--- config.mk ---
export PLATFORM = sky130hd
export DESIGN_NAME = inshift_autopush
export DESIGN_NICKNAME = d
export VERILOG_FILES = /design/src/rtl/isr_pkg.sv /design/src/rtl/isr_shifter.sv /design/src/rtl/isr_fifo.sv /design/src/rtl/inshift_autopush.sv
export SDC_FILE = /design/constraint.sdc
export NUM_CORES = 1
export LEC_CHECK = 0
export ABC_CLOCK_PERIOD_IN_PS = 8300
export CAP_MARGIN = 30
export CORE_MARGIN = 2
export CORE_UTILIZATION = 40
export DETAILED_ROUTE_END_ITERATION = 12
export PLACE_DENSITY = 0.7
export SKIP_LAST_GASP = 1
export SLEW_MARGIN = 20
export SYNTH_ARGS = -nofsm -noshare
export SYNTH_HDL_FRONTEND = slang
export SYNTH_SLANG_ARGS = --single-unit
--- constraint.sdc ---
create_clock -name clk -period 8.3 [get_ports clk]
set_input_delay 0.83 -clock clk [delete_from_list [all_inputs] [get_ports clk]]
set_output_delay 0.83 -clock clk [all_outputs]
set_load 0.005 [all_outputs]
--- src/rtl/isr_pkg.sv ---
package isr_pkg;
    localparam int REG_W      = 32;
    localparam int CNT_W      = 6;
    localparam int CNT_MAX    = 32;
    localparam int WORD_W     = 8;
    localparam int FIFO_DEPTH = 4;

    typedef enum logic {
        DIR_RIGHT = 1'b0,
        DIR_LEFT  = 1'b1
    } shift_dir_e;

    typedef struct packed {
        logic [REG_W-1:0] data;
        logic [CNT_W-1:0] count;
    } isr_state_t;

    function automatic logic [CNT_W-1:0] count_step(input logic [CNT_W-1:0] c);
        if (c >= CNT_W'(CNT_MAX)) return CNT_W'(CNT_MAX);
        return c + 1'b1;
    endfunction

    function automatic logic [REG_W-1:0] shift_in(input logic [REG_W-1:0] d,
                                                  input logic b,
                                                  input shift_dir_e dir);
        if (dir == DIR_LEFT) return {d[REG_W-2:0], b};
        return {b, d[REG_W-1:1]};
    endfunction

    function automatic logic [WORD_W-1:0] take_word(input logic [REG_W-1:0] d,
                                                    input shift_dir_e dir);
        if (dir == DIR_LEFT) return d[WORD_W-1:0];
        return d[REG_W-1 -: WORD_W];
    endfunction
endpackage

--- src/rtl/isr_shifter.sv ---
module isr_shifter
    import isr_pkg::*;
(
    input  logic             clk,
    input  logic             rst,
    input  logic             take,
    input  logic             bit_in,
    input  shift_dir_e       dir,
    input  logic             clear,
    input  logic             push,
    output logic [REG_W-1:0] next_data,
    output logic [CNT_W-1:0] next_count
);
    isr_state_t st;

    always_comb begin
        next_data  = shift_in(st.data, bit_in, dir);
        next_count = count_step(st.count);
    end

    always_ff @(posedge clk) begin
        if (rst || clear) begin
            st <= '0;
        end else if (take) begin
            if (push) begin
                st <= '0;
            end else begin
                st.data  <= next_data;
                st.count <= next_count;
            end
        end
    end
endmodule

--- src/rtl/isr_fifo.sv ---
module isr_fifo #(
    parameter int WIDTH = 8,
    parameter int DEPTH = 4
) (
    input  logic             clk,
    input  logic             rst,
    input  logic             wr_en,
    input  logic [WIDTH-1:0] wr_data,
    input  logic             rd_en,
    output logic [WIDTH-1:0] rd_data,
    output logic             full,
    output logic             empty
);
    localparam int AW = (DEPTH > 1) ? $clog2(DEPTH) : 1;
    localparam int CW = AW + 1;

    logic [WIDTH-1:0] mem [DEPTH];
    logic [AW-1:0]    wp, rp;
    logic [CW-1:0]    level;
    logic             do_wr, do_rd;

    assign full    = (level == CW'(DEPTH));
    assign empty   = (level == '0);
    assign do_wr   = wr_en && !full;
    assign do_rd   = rd_en && !empty;
    assign rd_data = mem[rp];

    function automatic logic [AW-1:0] bump(input logic [AW-1:0] p);
        if (p == AW'(DEPTH - 1)) return '0;
        return p + 1'b1;
    endfunction

    always_ff @(posedge clk) begin
        if (rst) begin
            wp    <= '0;
            rp    <= '0;
            level <= '0;
        end else begin
            if (do_wr) wp <= bump(wp);
            if (do_rd) rp <= bump(rp);
            if (do_wr && !do_rd) level <= level + 1'b1;
            else if (do_rd && !do_wr) level <= level - 1'b1;
        end
    end

    always_ff @(posedge clk) begin
        if (do_wr) mem[wp] <= wr_data;
    end
endmodule

--- src/rtl/inshift_autopush.sv ---
module inshift_autopush
    import isr_pkg::*;
#(
    parameter int DEPTH = FIFO_DEPTH
) (
    input  logic              clk,
    input  logic              rst,
    input  logic              shift_en,
    input  logic              shift_bit,
    input  logic              shift_left,
    input  logic              autopush_en,
    input  logic [CNT_W-1:0]  push_thresh,
    input  logic              clear,
    input  logic              rd_en,
    output logic [WORD_W-1:0] rd_data,
    output logic              fifo_full,
    output logic              fifo_empty,
    output logic              shift_ready
);
    shift_dir_e        dir;
    logic [REG_W-1:0]  nxt_data;
    logic [CNT_W-1:0]  nxt_count;
    logic              push_due, take, push;

    assign dir         = shift_dir_e'(shift_left);
    assign push_due    = autopush_en && (nxt_count >= push_thresh);
    assign shift_ready = !clear && !(push_due && fifo_full);
    assign take        = shift_en && shift_ready;
    assign push        = take && push_due;

    isr_shifter u_shift (
        .clk        (clk),
        .rst        (rst),
        .take       (take),
        .bit_in     (shift_bit),
        .dir        (dir),
        .clear      (clear),
        .push       (push),
        .next_data  (nxt_data),
        .next_count (nxt_count)
    );

    isr_fifo #(.WIDTH(WORD_W), .DEPTH(DEPTH)) u_fifo (
        .clk     (clk),
        .rst     (rst),
        .wr_en   (push),
        .wr_data (take_word(nxt_data, dir)),
        .rd_en   (rd_en),
        .rd_data (rd_data),
        .full    (fifo_full),
        .empty   (fifo_empty)
    );
endmodule

# Word-level counts from Yosys, hierarchy flattened
# Memory sizes are Yosys's and may differ from the RTL's. A register that Yosys moved wholly into a read port is not among the register bits.
# Cells that the tools add are included.
[word_totals] input_bits=14 regBits=45 ramBits=32 memories=1
[classes] mux=25 n_eq_ne=3 n_reduce_logical=18 magnitude_cmp=2 add_sub_neg=5
[memory_table] name="u_fifo.mem" words=4 word_bits=8 rd=1 rd_clocked_by_memory_dff=1 wr=1 line_no="isr_fifo.sv:17" source="logic [WIDTH-1:0] mem [DEPTH];"
[ops] op="32-bit 2-to-1 mux" count=2
[ops] op="38-bit 2-to-1 mux" count=1
[ops] op="8-bit 2-to-1 mux" count=2
[ops] op="2-bit 2-to-1 mux" count=6
[ops] op="6-bit 2-to-1 mux" count=2
[ops] op="1-bit 2-to-1 mux" count=10
[ops] op="1-bit logical AND" count=9
[ops] op="6-bit by 1-bit adder with 6-bit output, second input constant" count=1
[ops] op="6-bit >= comparator" count=1
[ops] op="6-bit >= comparator, second input constant" count=1
[ops] op="1-bit zero test" count=6
[ops] op="3-bit 2-to-1 mux" count=2
[ops] op="2-bit by 1-bit adder with 2-bit output, second input constant" count=2
[ops] op="2-bit == test, second input constant" count=2
[ops] op="3-bit by 1-bit adder with 3-bit output, second input constant" count=1
[ops] op="3-bit == test, second input constant" count=1
[ops] op="3-bit zero test" count=1
[ops] op="3-bit by 1-bit subtractor with 3-bit output, second input constant" count=1
[ops] op="2-bit nonzero test" count=1
[ops] op="1-bit logical OR" count=1

# Longest topological paths before layout
[logic_depth] word_depth=15 ltp_mapped=14 depth_no_buf=14

# Cells and area by module
# Synthesis repeated with hierarchy kept, for this count alone.
[unflattened] cells_unflattened=345 area_unflattened_um2=4107.7
[by_module_without_submodules] module="isr_shifter" area_per_inst_um2=2183.3 instances=1 cells_per_inst=220
[by_module_without_submodules] module="isr_fifo" area_per_inst_um2=1645.3 instances=1 cells_per_inst=92
[by_module_without_submodules] module="inshift_autopush" area_per_inst_um2=279.0 instances=1 cells_per_inst=33

# Worst setup path before layout
# Ideal clock, no wire load.
[synth_path] path_kind="input to register" start="input push_thresh[5]" end="register u_fifo.level[2]" setup_slack_ns=5.141 path_stages=11 t_arrival_ns=3.089 setup_time_ns=0.070 t_required_ns=8.230 path_cell_list="inv_1 > ha_1 > nand4_1 > o221a_2 > nor3_4 > ha_1 > inv_1 > fa_1 > xor2_1 > or3_1 > a21oi_1"
[synth_via] elab_chain_len=11
[synth_lines] item="from (decl)" line_no="inshift_autopush.sv:12" source="input logic [CNT_W-1:0] push_thresh,"
[synth_lines] item="6-bit >= comparator (*)" line_no="inshift_autopush.sv:26" source="assign push_due = autopush_en && (nxt_count >= push_thresh);"
[synth_lines] item="1-bit logical AND (*)" line_no="inshift_autopush.sv:26"
[synth_lines] item="1-bit logical AND" line_no="inshift_autopush.sv:27" source="assign shift_ready = !clear && !(push_due && fifo_full);"
[synth_lines] item="1-bit zero test" line_no="inshift_autopush.sv:27"
[synth_lines] item="1-bit logical AND" line_no="inshift_autopush.sv:27"
[synth_lines] item="1-bit logical AND" line_no="inshift_autopush.sv:28" source="assign take = shift_en && shift_ready;"
[synth_lines] item="1-bit logical AND (*)" line_no="inshift_autopush.sv:29" source="assign push = take && push_due;"
[synth_lines] item="1-bit logical AND (*)" line_no="isr_fifo.sv:24" source="assign do_wr = wr_en && !full;"
[synth_lines] item="named net u_fifo.do_wr" line_no="isr_fifo.sv:20" source="logic do_wr, do_rd;"
[synth_lines] item="1-bit zero test" line_no="isr_fifo.sv:42" source="else if (do_rd && !do_wr) level <= level - 1'b1;"
[synth_lines] item="1-bit logical AND" line_no="isr_fifo.sv:42"
[synth_lines] item="2-bit nonzero test (no line)"
[synth_lines] item="to (signal assigned)" line_no="isr_fifo.sv:41" source="if (do_wr && !do_rd) level <= level + 1'b1;"
[synth_lines] item="to (signal assigned)" line_no="isr_fifo.sv:42"
[synth_lines] item="to (decl)" line_no="isr_fifo.sv:19" source="logic [CW-1:0] level;"
# The timed path passes the listed nets; every way through them passes the cells marked *.
# A chain may end at the register's enable or synchronous reset.

# Worst setup path in the final report
[layout_path] start="input push_thresh[3]" end="output shift_ready"
[layout_via] elab_chain_len=5
[layout_lines] item="6-bit >= comparator" line_no="inshift_autopush.sv:26"
[layout_lines] item="1-bit logical AND" line_no="inshift_autopush.sv:26"
[layout_lines] item="1-bit logical AND" line_no="inshift_autopush.sv:27"
[layout_lines] item="1-bit zero test" line_no="inshift_autopush.sv:27"
[layout_lines] item="1-bit logical AND" line_no="inshift_autopush.sv:27"
[layout_lines] item="to (decl)" line_no="inshift_autopush.sv:18" source="output logic shift_ready"
# No other way between the ends.

==> results_dict.tcl <==
set metrics [dict create \
    critPathCaptureType "output pin" \
    min_to "u_shift.st[1]" \
    via_count 2548 \
    power_frac_comb_pct 20.6 \
    power.switching_uw 266.1 \
    cp_max_fo 4 \
    start_kind "input pin" \
    rows 35 \
    final_nets 379 \
    peakVddDrop_mv 0.07607 \
    tns_ps 0 \
    setup_viol 0 \
    mostFrequentLayoutCells "47 x dfxtp_1, 32 x edfxtp_1, 24 x nor2_1" \
    start_util_pct 41.60 \
    path_clk_slew_ps 80 \
    drc 0 \
    cts_max_path_buffers 2 \
    path_cells "clkdlybuf4s50_1 -> inv_1 -> ha_1 -> a21oi_1 -> o221ai_2 -> a21oi_1 -> clkdlybuf4s50_1" \
    first_global_vias 2604 \
    critPathMaxStageDelay_ps 510 \
    r2r_slack_ps 4830 \
    io_buffers 24 \
    switching_share_pct 28.43 \
    clock_skew_ps 9.740 \
    numClockSinks 79 \
    clkLatencyLatePin_ps 360 \
    reg2reg_to "u_fifo.level[2]" \
    viasPerCell 5.264 \
    dieHeight_um 102.3 \
    max_freq_mhz 277.0 \
    crit_buf_inv 3 \
    dp_cells 468 \
    synth.avg_cell_area_um2 11.60 \
    cts_buffers 9 \
    grt_max_degree 47 \
    slew_violations 0 \
    drive_above_1_share_pct 16.90 \
    r2r-start "u_shift.st[0]" \
    grt_use_total_pct 15.28 \
    ys.flop_type "dfxtp_1" \
    synth_top_area_share_pct 24.88 \
    drt_iter0_drc 128 \
    intPower_uw 669.9 \
    synth_edf_count 32 \
    grt-ovfl-total 0 \
    crit_family "buffers and inverters" \
    place_congestion 0.8368 \
    drv_cap 0 \
    status "complete, no violations" \
    post_cts_buffers 0 \
    synth.top_cells.by_area "edfxtp_1 25%, dfxtp_1 24%, mux2i_1 5.7%" \
    fill_cells 878 \
    htree_levels 3 \
    period_share_pct 43.50 \
    die_w_um 102.3 \
    ys_seq_elements 79 \
    final-hold-violation-count 0 \
    ys_seq_area_share_pct 49.24 \
    cts_hold_buf 0 \
    finalNonFillerCells 484 \
    path_class "in2out" \
    powerDensity_nw_per_um2 214.2 \
    worstHoldStart "u_shift.st[1]" \
    clockPowerShare_pct 31.5 \
    synth_top_area_cell "edfxtp_1" \
    fin_util_pct 47.06 \
    pwr-share-seq_pct 48.0 \
    async_flop_share_pct 0 \
    hpwlAfterDp_mm 4.910 \
    grt_setup_unrepaired "false" \
    ys_warn_count 0 \
    min_path_cells 2 \
    detail_route.first_pass.iterations 4 \
    maxSlewHeadroom_pct 38.82 \
    synth_area_um2 3862 \
    p_leak_uw 0.001574 \
    synth_cell_types 48 \
    grt_pass1_wl_mm 12.51 \
    syn_to_final_growth_pct 13.12 \
    layout_commonest_cell "dfxtp_1" \
    min_period_ps 3610 \
    wl_per_cell_um 15.14 \
    crit_arrival_ps 2780 \
    cts_tree "done" \
    ant_nets 0 \
    die_area_um2 10460 \
    antenna_cells 0 \
    r2r_cells 14 \
    core_area_um2 9284 \
    netlist_instances 333 \
    ctsResizeCount 0 \
    worst_slew_pin_slew_ps 917.8 \
    critPathSlowestCell "clkdlybuf4s50_1" \
    grt_antenna_before_repair 0 \
    hold_class "reg2reg" \
    synth.net_count 362 \
    clockRootBuffer "clkbuf_8" \
    wirelength_mm 7.328 \
    required_ps 7470 \
    finalHoldWorstSlack_ps 504.2 \
    design.portCount 25 \
]
==> layout make-up <==
| type | instances | area (um2) | share of cell area (%) |
|---|---|---|---|
| clock inverter | 7 | 80.08 | 1.833 |
| multi-input combinational | 221 | 1792 | 41.01 |
| clock buffer | 9 | 123.9 | 2.835 |
| sequential | 79 | 1902 | 43.53 |
| timing repair buffer | 27 | 265.3 | 6.071 |
| inverter | 12 | 45.04 | 1.031 |
| tap | 129 | 161.4 | 3.694 |
==> flip-flops by register name (all words and copies together), names as in the netlist, named ones only <==
name / flops
u_shift.st: 38
u_fifo.mem: 32
u_fifo.level: 3
u_fifo.rp: 2
u_fifo.wp: 2
==> cell usage after synthesis, types with 2 or more instances <==
library cell   n
and2_1         5
nand4_1        2
edfxtp_1      32
xor2_1         3
buf_2          9
inv_1         12
nor2b_1        2
nor2_1        24
dfxtp_1       47
nor3_1        23
or2_2          2
mux4_2         8
nand2_1       21
o21ai_2        2
mux2_2         3
nand3_1        7
ha_1          14
clkbuf_1       6
a311oi_1       5
a211oi_2       8
xnor2_1        2
o21ai_0        5
a311oi_2       7
nand2b_1      15
a32o_1        12
buf_6          2
mux2i_1       22
a21oi_1       12
buf_4          2
==> per-stage QoR <==
stage	power (uW)	instance area, um2	setup WS (ps)
final	936.1	4369	4690
after global routing	984.7	4369	4551
after CTS	946.7	4369	4686
after detailed placement	652.9	4165	4428
after global placement	646.4	4143	4533
after floorplan	584.8	3862	5141
==> logic make-up (layout without fill, tap and decap cells) <==
| group | after synthesis | in the layout | synth area share [%] |
|---|---|---|---|
| and+or+nand+nor | 107 | 107 | 14.03 |
| DFF | 79 | 79 | 49.24 |
| AOI/OAI and AO/OA | 61 | 61 | 14.93 |
| muxes | 33 | 33 | 11.24 |
| buffers and inverters | 33 | 55 | 4.373 |
| adders and majority gates | 15 | 15 | 5.054 |
| xor gates and xnor gates | 5 | 5 | 1.134 |
==> routing by layer <==
metal / share of wire, % / GRT usage, % / vias up
met5: 0 / 0 / -
met4: 1.0 / 4.205 / 0
met3: 3.5 / 4.378 / 9
met2: 49 / 26.52 / 35
met1: 46 / 18.61 / 1231
li1: - / - / 1273
==> power by group through the flow <==
stage                     Sequential [uW]  Clock [uW]  Combinational, uW
final                                 449         295                192
after global routing                  454         317                214
after CTS                             450         301                195
after detailed placement              459           0                194
after global placement                458           0                188
after floorplan                       442           0                143
==> tightest hold or removal path: cells and delay by family (launching register included) <==
| kind | cells | cell delay (ps) |
|---|---|---|
| DFF | 1 | 340 |
| AOI/OAI and AO/OA | 1 | 50 |
| and+or+nand+nor | 1 | 70 |
==> how the worst max path moves through the flow <==
stage	cells after the start	slack (ps)	start	endpoint
2_1_floorplan	11	5140	push_thresh[5]	u_fifo.level[2]
4_1_cts	7	4690	push_thresh[3]	shift_ready
3_5_place_dp	12	4430	push_thresh[5]	u_fifo.level[2]
6_report	7	4690	push_thresh[3]	shift_ready
3_3_place_gp	12	4530	push_thresh[5]	u_fifo.level[2]
5_1_grt	14	4550	u_shift.st[0]	u_fifo.level[2]
No activity file was read; power rests on OpenSTA's default activity.
